## src/rtl/vid_pkg.sv

```systemverilog
package vid_pkg;
  typedef enum logic [1:0] {
    COMP_CB = 2'd0,
    COMP_Y  = 2'd1,
    COMP_CR = 2'd2
  } comp_e;

  localparam int LINES_525 = 262;
  localparam int LINES_625 = 312;
endpackage

```

## src/rtl/vid_timing.sv

```systemverilog
module vid_timing #(
  parameter int HCW  = 12,
  parameter int VCW  = 10,
  parameter int L525 = vid_pkg::LINES_525,
  parameter int L625 = vid_pkg::LINES_625
) (
  input  logic           clk_i,
  input  logic           rst_ni,
  input  logic           en_i,
  input  logic           cfg_625_i,
  input  logic [HCW-1:0] h_total_i,
  input  logic [HCW-1:0] h_active_i,
  input  logic [VCW-1:0] v_active_i,
  output logic           hsync_o,
  output logic           vsync_o,
  output logic           field_o
);
  localparam logic [VCW-1:0] VLAST_525 = VCW'(L525 - 1);
  localparam logic [VCW-1:0] VLAST_625 = VCW'(L625 - 1);

  logic [HCW-1:0] h_cnt;
  logic [VCW-1:0] v_cnt, v_last;
  logic           fld, h_end, v_end;

  assign v_last = cfg_625_i ? VLAST_625 : VLAST_525;
  assign h_end  = h_cnt >= (h_total_i - HCW'(1));
  assign v_end  = v_cnt >= v_last;

  always_ff @(posedge clk_i or negedge rst_ni) begin
    if (!rst_ni) begin
      h_cnt <= '0;
      v_cnt <= '0;
      fld   <= 1'b0;
    end else if (!en_i) begin
      h_cnt <= '0;
      v_cnt <= '0;
      fld   <= 1'b0;
    end else if (h_end) begin
      h_cnt <= '0;
      if (v_end) begin
        v_cnt <= '0;
        fld   <= ~fld;
      end else begin
        v_cnt <= v_cnt + VCW'(1);
      end
    end else begin
      h_cnt <= h_cnt + HCW'(1);
    end
  end

  assign hsync_o = en_i & (h_cnt >= h_active_i);
  assign vsync_o = en_i & (v_cnt >= v_active_i);
  assign field_o = fld;


  field_flip_chk: assert property (@(posedge clk_i) disable iff (!rst_ni)
    (en_i && $past(en_i) && (field_o != $past(field_o))) |-> $past(h_end && v_end));


  line_restart_chk: assert property (@(posedge clk_i) disable iff (!rst_ni)
    ($past(en_i) && en_i && $past(h_end)) |-> (h_cnt == '0));
endmodule

```

## src/rtl/vid_slot.sv

```systemverilog
module vid_slot
  import vid_pkg::*;
(
  input  logic       clk_i,
  input  logic       rst_ni,
  input  logic       gray_i,
  input  logic       blank_i,
  output logic       slot_o,
  output logic [1:0] comp_o
);
  logic       phase;
  logic [1:0] cnt;

  // grayscale takes the second edge of each pair
  assign slot_o = !blank_i && (!gray_i || phase);

  always_comb begin
    if (gray_i)           comp_o = COMP_Y;
    else if (cnt == 2'd0) comp_o = COMP_CB;
    else if (cnt == 2'd2) comp_o = COMP_CR;
    else                  comp_o = COMP_Y;
  end

  always_ff @(posedge clk_i or negedge rst_ni) begin
    if (!rst_ni) begin
      phase <= 1'b0;
      cnt   <= '0;
    end else if (blank_i) begin
      phase <= 1'b0;
      cnt   <= '0;
    end else begin
      phase <= ~phase;
      if (slot_o) cnt <= cnt + 2'd1;
    end
  end


  cb_restart_chk: assert property (@(posedge clk_i) disable iff (!rst_ni)
    ($past(blank_i) && !gray_i) |-> (comp_o == COMP_CB));


  gray_skip_chk: assert property (@(posedge clk_i) disable iff (!rst_ni)
    ($past(blank_i) && gray_i) |-> !slot_o);
endmodule

```

## src/rtl/vid_lane.sv

```systemverilog
module vid_lane #(
  parameter int DW = 12
) (
  input  logic          clk_i,
  input  logic          rst_ni,
  input  logic          decode_i,
  input  logic          slot_i,
  input  logic [1:0]    comp_i,
  input  logic [DW-1:0] vd_i,
  input  logic          emit_valid_i,
  input  logic [DW-1:0] emit_data_i,
  output logic          cap_valid_o,
  output logic [DW-1:0] cap_data_o,
  output logic [1:0]    cap_comp_o,
  output logic [DW-1:0] vd_o
);
  logic take, give;

  assign take = !decode_i && slot_i;
  assign give = decode_i && slot_i && emit_valid_i;

  always_ff @(posedge clk_i or negedge rst_ni) begin
    if (!rst_ni) begin
      cap_valid_o <= 1'b0;
      cap_data_o  <= '0;
      cap_comp_o  <= '0;
      vd_o        <= '0;
    end else begin
      cap_valid_o <= take;
      if (take) begin
        cap_data_o <= vd_i;
        cap_comp_o <= comp_i;
      end
      vd_o <= give ? emit_data_i : '0;
    end
  end


  lane_src_chk: assert property (@(posedge clk_i) disable iff (!rst_ni)
    (vd_o != '0) |-> $past(decode_i && slot_i && emit_valid_i));


  cap_dir_chk: assert property (@(posedge clk_i) disable iff (!rst_ni)
    cap_valid_o |-> $past(!decode_i));
endmodule

```

## src/rtl/vid_port.sv

```systemverilog
module vid_port #(
  parameter int DW  = 12,
  parameter int HCW = 12,
  parameter int VCW = 10
) (
  input  logic           clk_i,
  input  logic           rst_ni,
  input  logic           cfg_master_i,
  input  logic           cfg_decode_i,
  input  logic           cfg_gray_i,
  input  logic           cfg_625_i,
  input  logic [HCW-1:0] cfg_h_total_i,
  input  logic [HCW-1:0] cfg_h_active_i,
  input  logic [VCW-1:0] cfg_v_active_i,
  input  logic           hsync_i,
  input  logic           vsync_i,
  input  logic           field_i,
  output logic           hsync_o,
  output logic           vsync_o,
  output logic           field_o,
  output logic           sync_oe_o,
  input  logic [DW-1:0]  vd_i,
  output logic [DW-1:0]  vd_o,
  output logic           vd_oe_o,
  output logic           cap_valid_o,
  output logic [DW-1:0]  cap_data_o,
  output logic [1:0]     cap_comp_o,
  output logic           emit_ready_o,
  output logic [1:0]     emit_comp_o,
  input  logic           emit_valid_i,
  input  logic [DW-1:0]  emit_data_i
);
  logic       gen_hs, gen_vs, gen_fld;
  logic       hs_eff, vs_eff, blank, slot;
  logic [1:0] comp;
  logic       unused_fld;

  vid_timing #(.HCW(HCW), .VCW(VCW)) u_timing (
    .clk_i      (clk_i),
    .rst_ni     (rst_ni),
    .en_i       (cfg_master_i),
    .cfg_625_i  (cfg_625_i),
    .h_total_i  (cfg_h_total_i),
    .h_active_i (cfg_h_active_i),
    .v_active_i (cfg_v_active_i),
    .hsync_o    (gen_hs),
    .vsync_o    (gen_vs),
    .field_o    (gen_fld)
  );

  // field flag is informational only on the capture path
  assign unused_fld = field_i;

  assign hs_eff = cfg_master_i ? gen_hs : hsync_i;
  assign vs_eff = cfg_master_i ? gen_vs : vsync_i;
  assign blank  = hs_eff | vs_eff;

  vid_slot u_slot (
    .clk_i   (clk_i),
    .rst_ni  (rst_ni),
    .gray_i  (cfg_gray_i),
    .blank_i (blank),
    .slot_o  (slot),
    .comp_o  (comp)
  );

  vid_lane #(.DW(DW)) u_lane (
    .clk_i        (clk_i),
    .rst_ni       (rst_ni),
    .decode_i     (cfg_decode_i),
    .slot_i       (slot),
    .comp_i       (comp),
    .vd_i         (vd_i),
    .emit_valid_i (emit_valid_i),
    .emit_data_i  (emit_data_i),
    .cap_valid_o  (cap_valid_o),
    .cap_data_o   (cap_data_o),
    .cap_comp_o   (cap_comp_o),
    .vd_o         (vd_o)
  );

  assign hsync_o      = gen_hs;
  assign vsync_o      = gen_vs;
  assign field_o      = gen_fld;
  assign sync_oe_o    = cfg_master_i;
  assign vd_oe_o      = cfg_decode_i;
  assign emit_ready_o = cfg_decode_i & slot;
  assign emit_comp_o  = comp;


  blank_hold_chk: assert property (@(posedge clk_i) disable iff (!rst_ni)
    cap_valid_o |-> $past(!blank));


  gray_rate_chk: assert property (@(posedge clk_i) disable iff (!rst_ni)
    (cap_valid_o && $past(cfg_gray_i) && $past(cfg_gray_i, 2)) |-> !$past(cap_valid_o));


  slave_quiet_chk: assert property (@(posedge clk_i) disable iff (!rst_ni)
    !cfg_master_i |-> !(hsync_o || vsync_o));
endmodule

```

## config.mk

```make
export PLATFORM = sky130hd
export DESIGN_NAME = vid_port
export DESIGN_NICKNAME = d
export VERILOG_FILES = /design/src/rtl/vid_pkg.sv /design/src/rtl/vid_timing.sv /design/src/rtl/vid_slot.sv /design/src/rtl/vid_lane.sv /design/src/rtl/vid_port.sv
export SDC_FILE = /design/constraint.sdc
export NUM_CORES = 1
export LEC_CHECK = 0
export ABC_AREA = 1
export BUFFER_PORTS_ARGS = -buffer_cell sky130_fd_sc_hd__buf_2
export CAP_MARGIN = 15
export CELL_PAD_IN_SITES_DETAIL_PLACEMENT = 1
export CELL_PAD_IN_SITES_GLOBAL_PLACEMENT = 1
export CORE_MARGIN = 3
export CORE_UTILIZATION = 38
export CTS_CLUSTER_DIAMETER = 100
export CTS_CLUSTER_SIZE = 8
export DETAILED_ROUTE_END_ITERATION = 8
export PLACE_DENSITY_LB_ADDON = 0.2
export RECOVER_POWER = 25
export SLEW_MARGIN = 20
export SYNTH_ARGS = -nofsm -noshare
export SYNTH_HDL_FRONTEND = slang
export SYNTH_SLANG_ARGS = --single-unit
```

## constraint.sdc

```tcl
create_clock -name clk_i -period 2.61 [get_ports clk_i]
set_input_delay 0.3915 -clock clk_i [delete_from_list [all_inputs] [get_ports clk_i]]
set_output_delay 0.3915 -clock clk_i [all_outputs]
set_load 0.05 [all_outputs]
```

==> flow_summary_export.csv <==
group,metric,value,unit
outcome,status,"finished, final reports clean",
pwr,p_leak,2.62,nW
sta,rsz0062_at_grt,"yes",
clock_network,root_buffer,"clkbuf_8",
yosys,ys_async_sr_fraction,100,%
min_path,worst_hold_startpoint,"emit_data_i[5]",
clock_network,clock_path_buffers,2,
yosys,synth.area.top_cells,"dfrtp_1 (37%), ha_1 (15%), nand2_1 (10%)",
clock_network,clock_sinks,53,
worst_setup_path,timing.rr.end,"u_lane.cap_comp_o[1]",
clock_network,cts_tree,"yes",
worst_setup_path,r2r-start,"u_timing.h_cnt[5]",
die,dieArea,10500,um^2
cells_and_area,final_cell_area,4600,um^2
cells_and_area,area_growth,29.9,%
sta,skew,0.0126,ns
worst_setup_path,r2r_cells,12,
clock_network,htreeDepth,2,
yosys,syn-instance-count,453,
min_path,hold_end,"u_lane.vd_o[5]",
pwr,seqPwrFrac,45.4,%
global_route,grt_pass1_wl,15300,um
routing,viasPerCell,4.89,
yosys,syn_nets,564,
worst_setup_path,path_class,"primary input to register",
cells_and_area,antenna_cells,0,
yosys,synth-edff-count,0,
routing,wl_per_cell,14.0,um
clock_network,clk_latency,0.31,ns
routing,drt-initial-drc-count,47,
routing,drtAntennaViolNets,0,
yosys,ys_seq_area_share,37.5,%
run,cap_violations,0,
sta,fmax,389,MHz
sta,post-route-period-util,98.6,%
min_path,whs_path_depth,3,
die,coreArea,8890,um^2
clock_network,clkTransAtPathRegs,0.10,ns
yosys,synth_area,3540,um^2
global_route,antenna_found_initial,0,
global_route,grt_max_degree,28,
worst_setup_path,required,2.85,ns
placement,globalplace.congestion,0.767,
routing,route.detailed.drc,0,
worst_setup_path,worstPathArrival,2.81,ns
yosys,synth_warnings,0,
die,initial_core_util,39.8,%
cells_and_area,instances_no_fill,687,
sta,finalSetupViolations,0,
yosys,post_synth.cell_area_avg,7.81,um^2
pwr,peakVddDrop,293,uV
global_route,grt_overflow_total,0,
worst_setup_path,worst-path-max-fanout,7,
worst_setup_path,end_kind,"register",
worst_setup_path,rrSetupSlack,0.23,ns
sta,slew_viol_final,0,
yosys,synth_largest_area_cell,"dfrtp_1",
placement,dpl_cell_area,4270,um^2
routing,vias,3359,
global_route,grt_pass1_vias,3436,
routing,wl,9620,um
pwr,internal-power,1.29,mW
global_route,grt_use_total,18.0,%
pwr,combPwrFrac,32.2,%
pwr,clock_power_share,22.4,%
clock_network,ctsHoldBuffers,0,
cells_and_area,drive_gt1_share,28.8,%
placement,hpwl,7460,um
routing,dr.pass1.iters,4,
min_path,min_path_type,"primary input to register",
die,io_pins,103,
sta,slew_headroom,21.5,%
die,die-height,102,um
cells_and_area,fin_nets,690,
die,rows,34,
worst_setup_path,startpoint_type,"primary input",
pwr,total_power,2.06,mW
sta,hold_viol,0,
yosys,netlist.area_leader.share,37.5,%
pwr,power_density,449,nW/um^2
pwr,swShare,37.7,%
sta,layout_min_cycle_time,2.57,ns
placement,dp.cells,671,
placement,numPortBuffers,101,
clock_network,cts_made_buffers,5,
sta,worstMarginPinSlew,1.18,ns
yosys,synth.distinct_cells,28,
pwr,power.switching,777,uW
yosys,synth_seq_cells,53,
yosys,synth_flop_cell,"dfrtp_1",
die,dieWidth,102,um
## cell usage after synthesis (2+ instances only)
cell      instances
nand2_1          97
inv_1            80
dfrtp_1          53
nor2_1           52
ha_1             43
nand3_1          22
nand4_1          21
xor2_1           17
a21oi_1          15
o21ai_0          14
nor3_1            7
clkbuf_1          4
xnor2_1           4
buf_4             3
buf_6             3
nor3b_1           3
buf_2             2
nor2_2            2
o21bai_1          2
## per-layer routing
layer | GRT usage, % | up-vias | share of wire (%) | wire length, um
met2 | 31.6 | 68 | 51 | 4950
li1 | - | 1687 | - | -
met1 | 22.8 | 1599 | 43 | 4120
met3 | 4.53 | 5 | 5.1 | 487
met4 | 3.03 | 0 | 0.63 | 61
met5 | 0 | - | 0 | 0
## state kept, by name, indices dropped and copies added (netlist names)
signal and cells:
u_timing.v_cnt 10, u_lane.cap_valid_o 1, u_timing.field_o 1, u_lane.cap_comp_o 2, u_lane.vd_o 12, u_lane.cap_data_o 12
u_slot.cnt 2, u_slot.phase 1, u_timing.h_cnt 12
## final cells by class
cell class / count / area (um^2)
Clock inverter: 1 / 8.76
Multi-Input combinational cell: 308 / 1940
Fill cell: 1151 / 4290
Tap cell: 108 / 135
Sequential cell: 53 / 1330
Clock buffer: 6 / 72.6
Inverter: 80 / 300
Timing Repair Buffer: 131 / 812
## logic make-up after synthesis
logic type / after synthesis / synth area share, %
AOI/OAI and AO/OA: 35 / 5.55
xor gates and xnor gates: 21 / 5.20
adders and majority gates: 43 / 15.2
buffers and inverters: 92 / 10.8
DFF: 53 / 37.5
and+or+nand+nor: 209 / 25.8
## worst max path at each step
| stage | from | endpoint | slack, ns |
|---|---|---|---|
| floorplan | cfg_h_active_i[11] | emit_ready_o | -0.006 |
| global placement | cfg_h_total_i[1] | u_timing.field_o | -0.27 |
| detailed placement | cfg_h_total_i[1] | u_timing.field_o | -0.42 |
| CTS | cfg_h_total_i[0] | u_timing.field_o | 0.009 |
| global route | cfg_h_total_i[2] | u_timing.h_cnt[3] | -0.17 |
| finish | cfg_h_total_i[3] | u_timing.h_cnt[4] | 0.04 |
## cells in the final DEF (no fill, tap or decap), types with 4 or more instances in the layout
cell type	count
nand2_1	95
buf_2	95
inv_1	78
dfrtp_1	50
nor2_1	42
ha_1	41
buf_4	24
nand3_1	21
nand4_1	21
xor2_1	17
a21oi_1	14
nor2_2	8
o21ai_0	8
nor3_1	5
o21ai_1	5
clkbuf_8	5
buf_6	5
xnor2_1	4
nor2_4	4
## worst max-delay path, cell delays in order
cell	delay [ns]
buf_4	0.13
nor2_4	0.10
nand3_2	0.09
nor3_2	0.19
nand2_1	0.12
nor3_2	0.22
xor2_1	0.16
inv_1	0.09
ha_4	0.25
nand2_2	0.06
inv_2	0.03
nor2_2	0.09
o21a_1	0.12
and2_1	0.11
nand4_1	0.12
buf_6	0.18
buf_12	0.14
buf_6	0.13
nor2_4	0.09
## power by group through the flow
stage | Clock (mW) | Sequential (mW) | Combinational [mW]
after CTS | 0.482 | 0.938 | 0.640
after global placement | 0 | 0.949 | 0.613
after floorplan | 0 | 1.12 | 0.246
after global routing | 0.508 | 0.949 | 0.733
final | 0.463 | 0.937 | 0.663
after detailed placement | 0 | 0.953 | 0.637
## stage by stage
| step | utilization, % | setup TNS (ns) | hold WS (ns) | worst slack, ns |
|---|---|---|---|---|
| global placement | 48.0 | -4.83 | 0.387 | -0.266 |
| detailed placement | 48.0 | -7.29 | 0.389 | -0.422 |
| CTS | 49.1 | 0 | 0.0412 | 0.00871 |
| finish | 51.7 | 0 | 0.284 | 0.0371 |
| floorplan | - | -0.00623 | 0.0959 | -0.00623 |
| global route | 51.7 | -2.46 | 0.282 | -0.168 |
## what timing repair did
action,CTS,global route
pin swaps,0,14
cloned,0,3
buffers inserted,0,6
gates resized for setup,4,43
endpoints found under the setup margin,12,24
(Power assumes the default switching activity.)
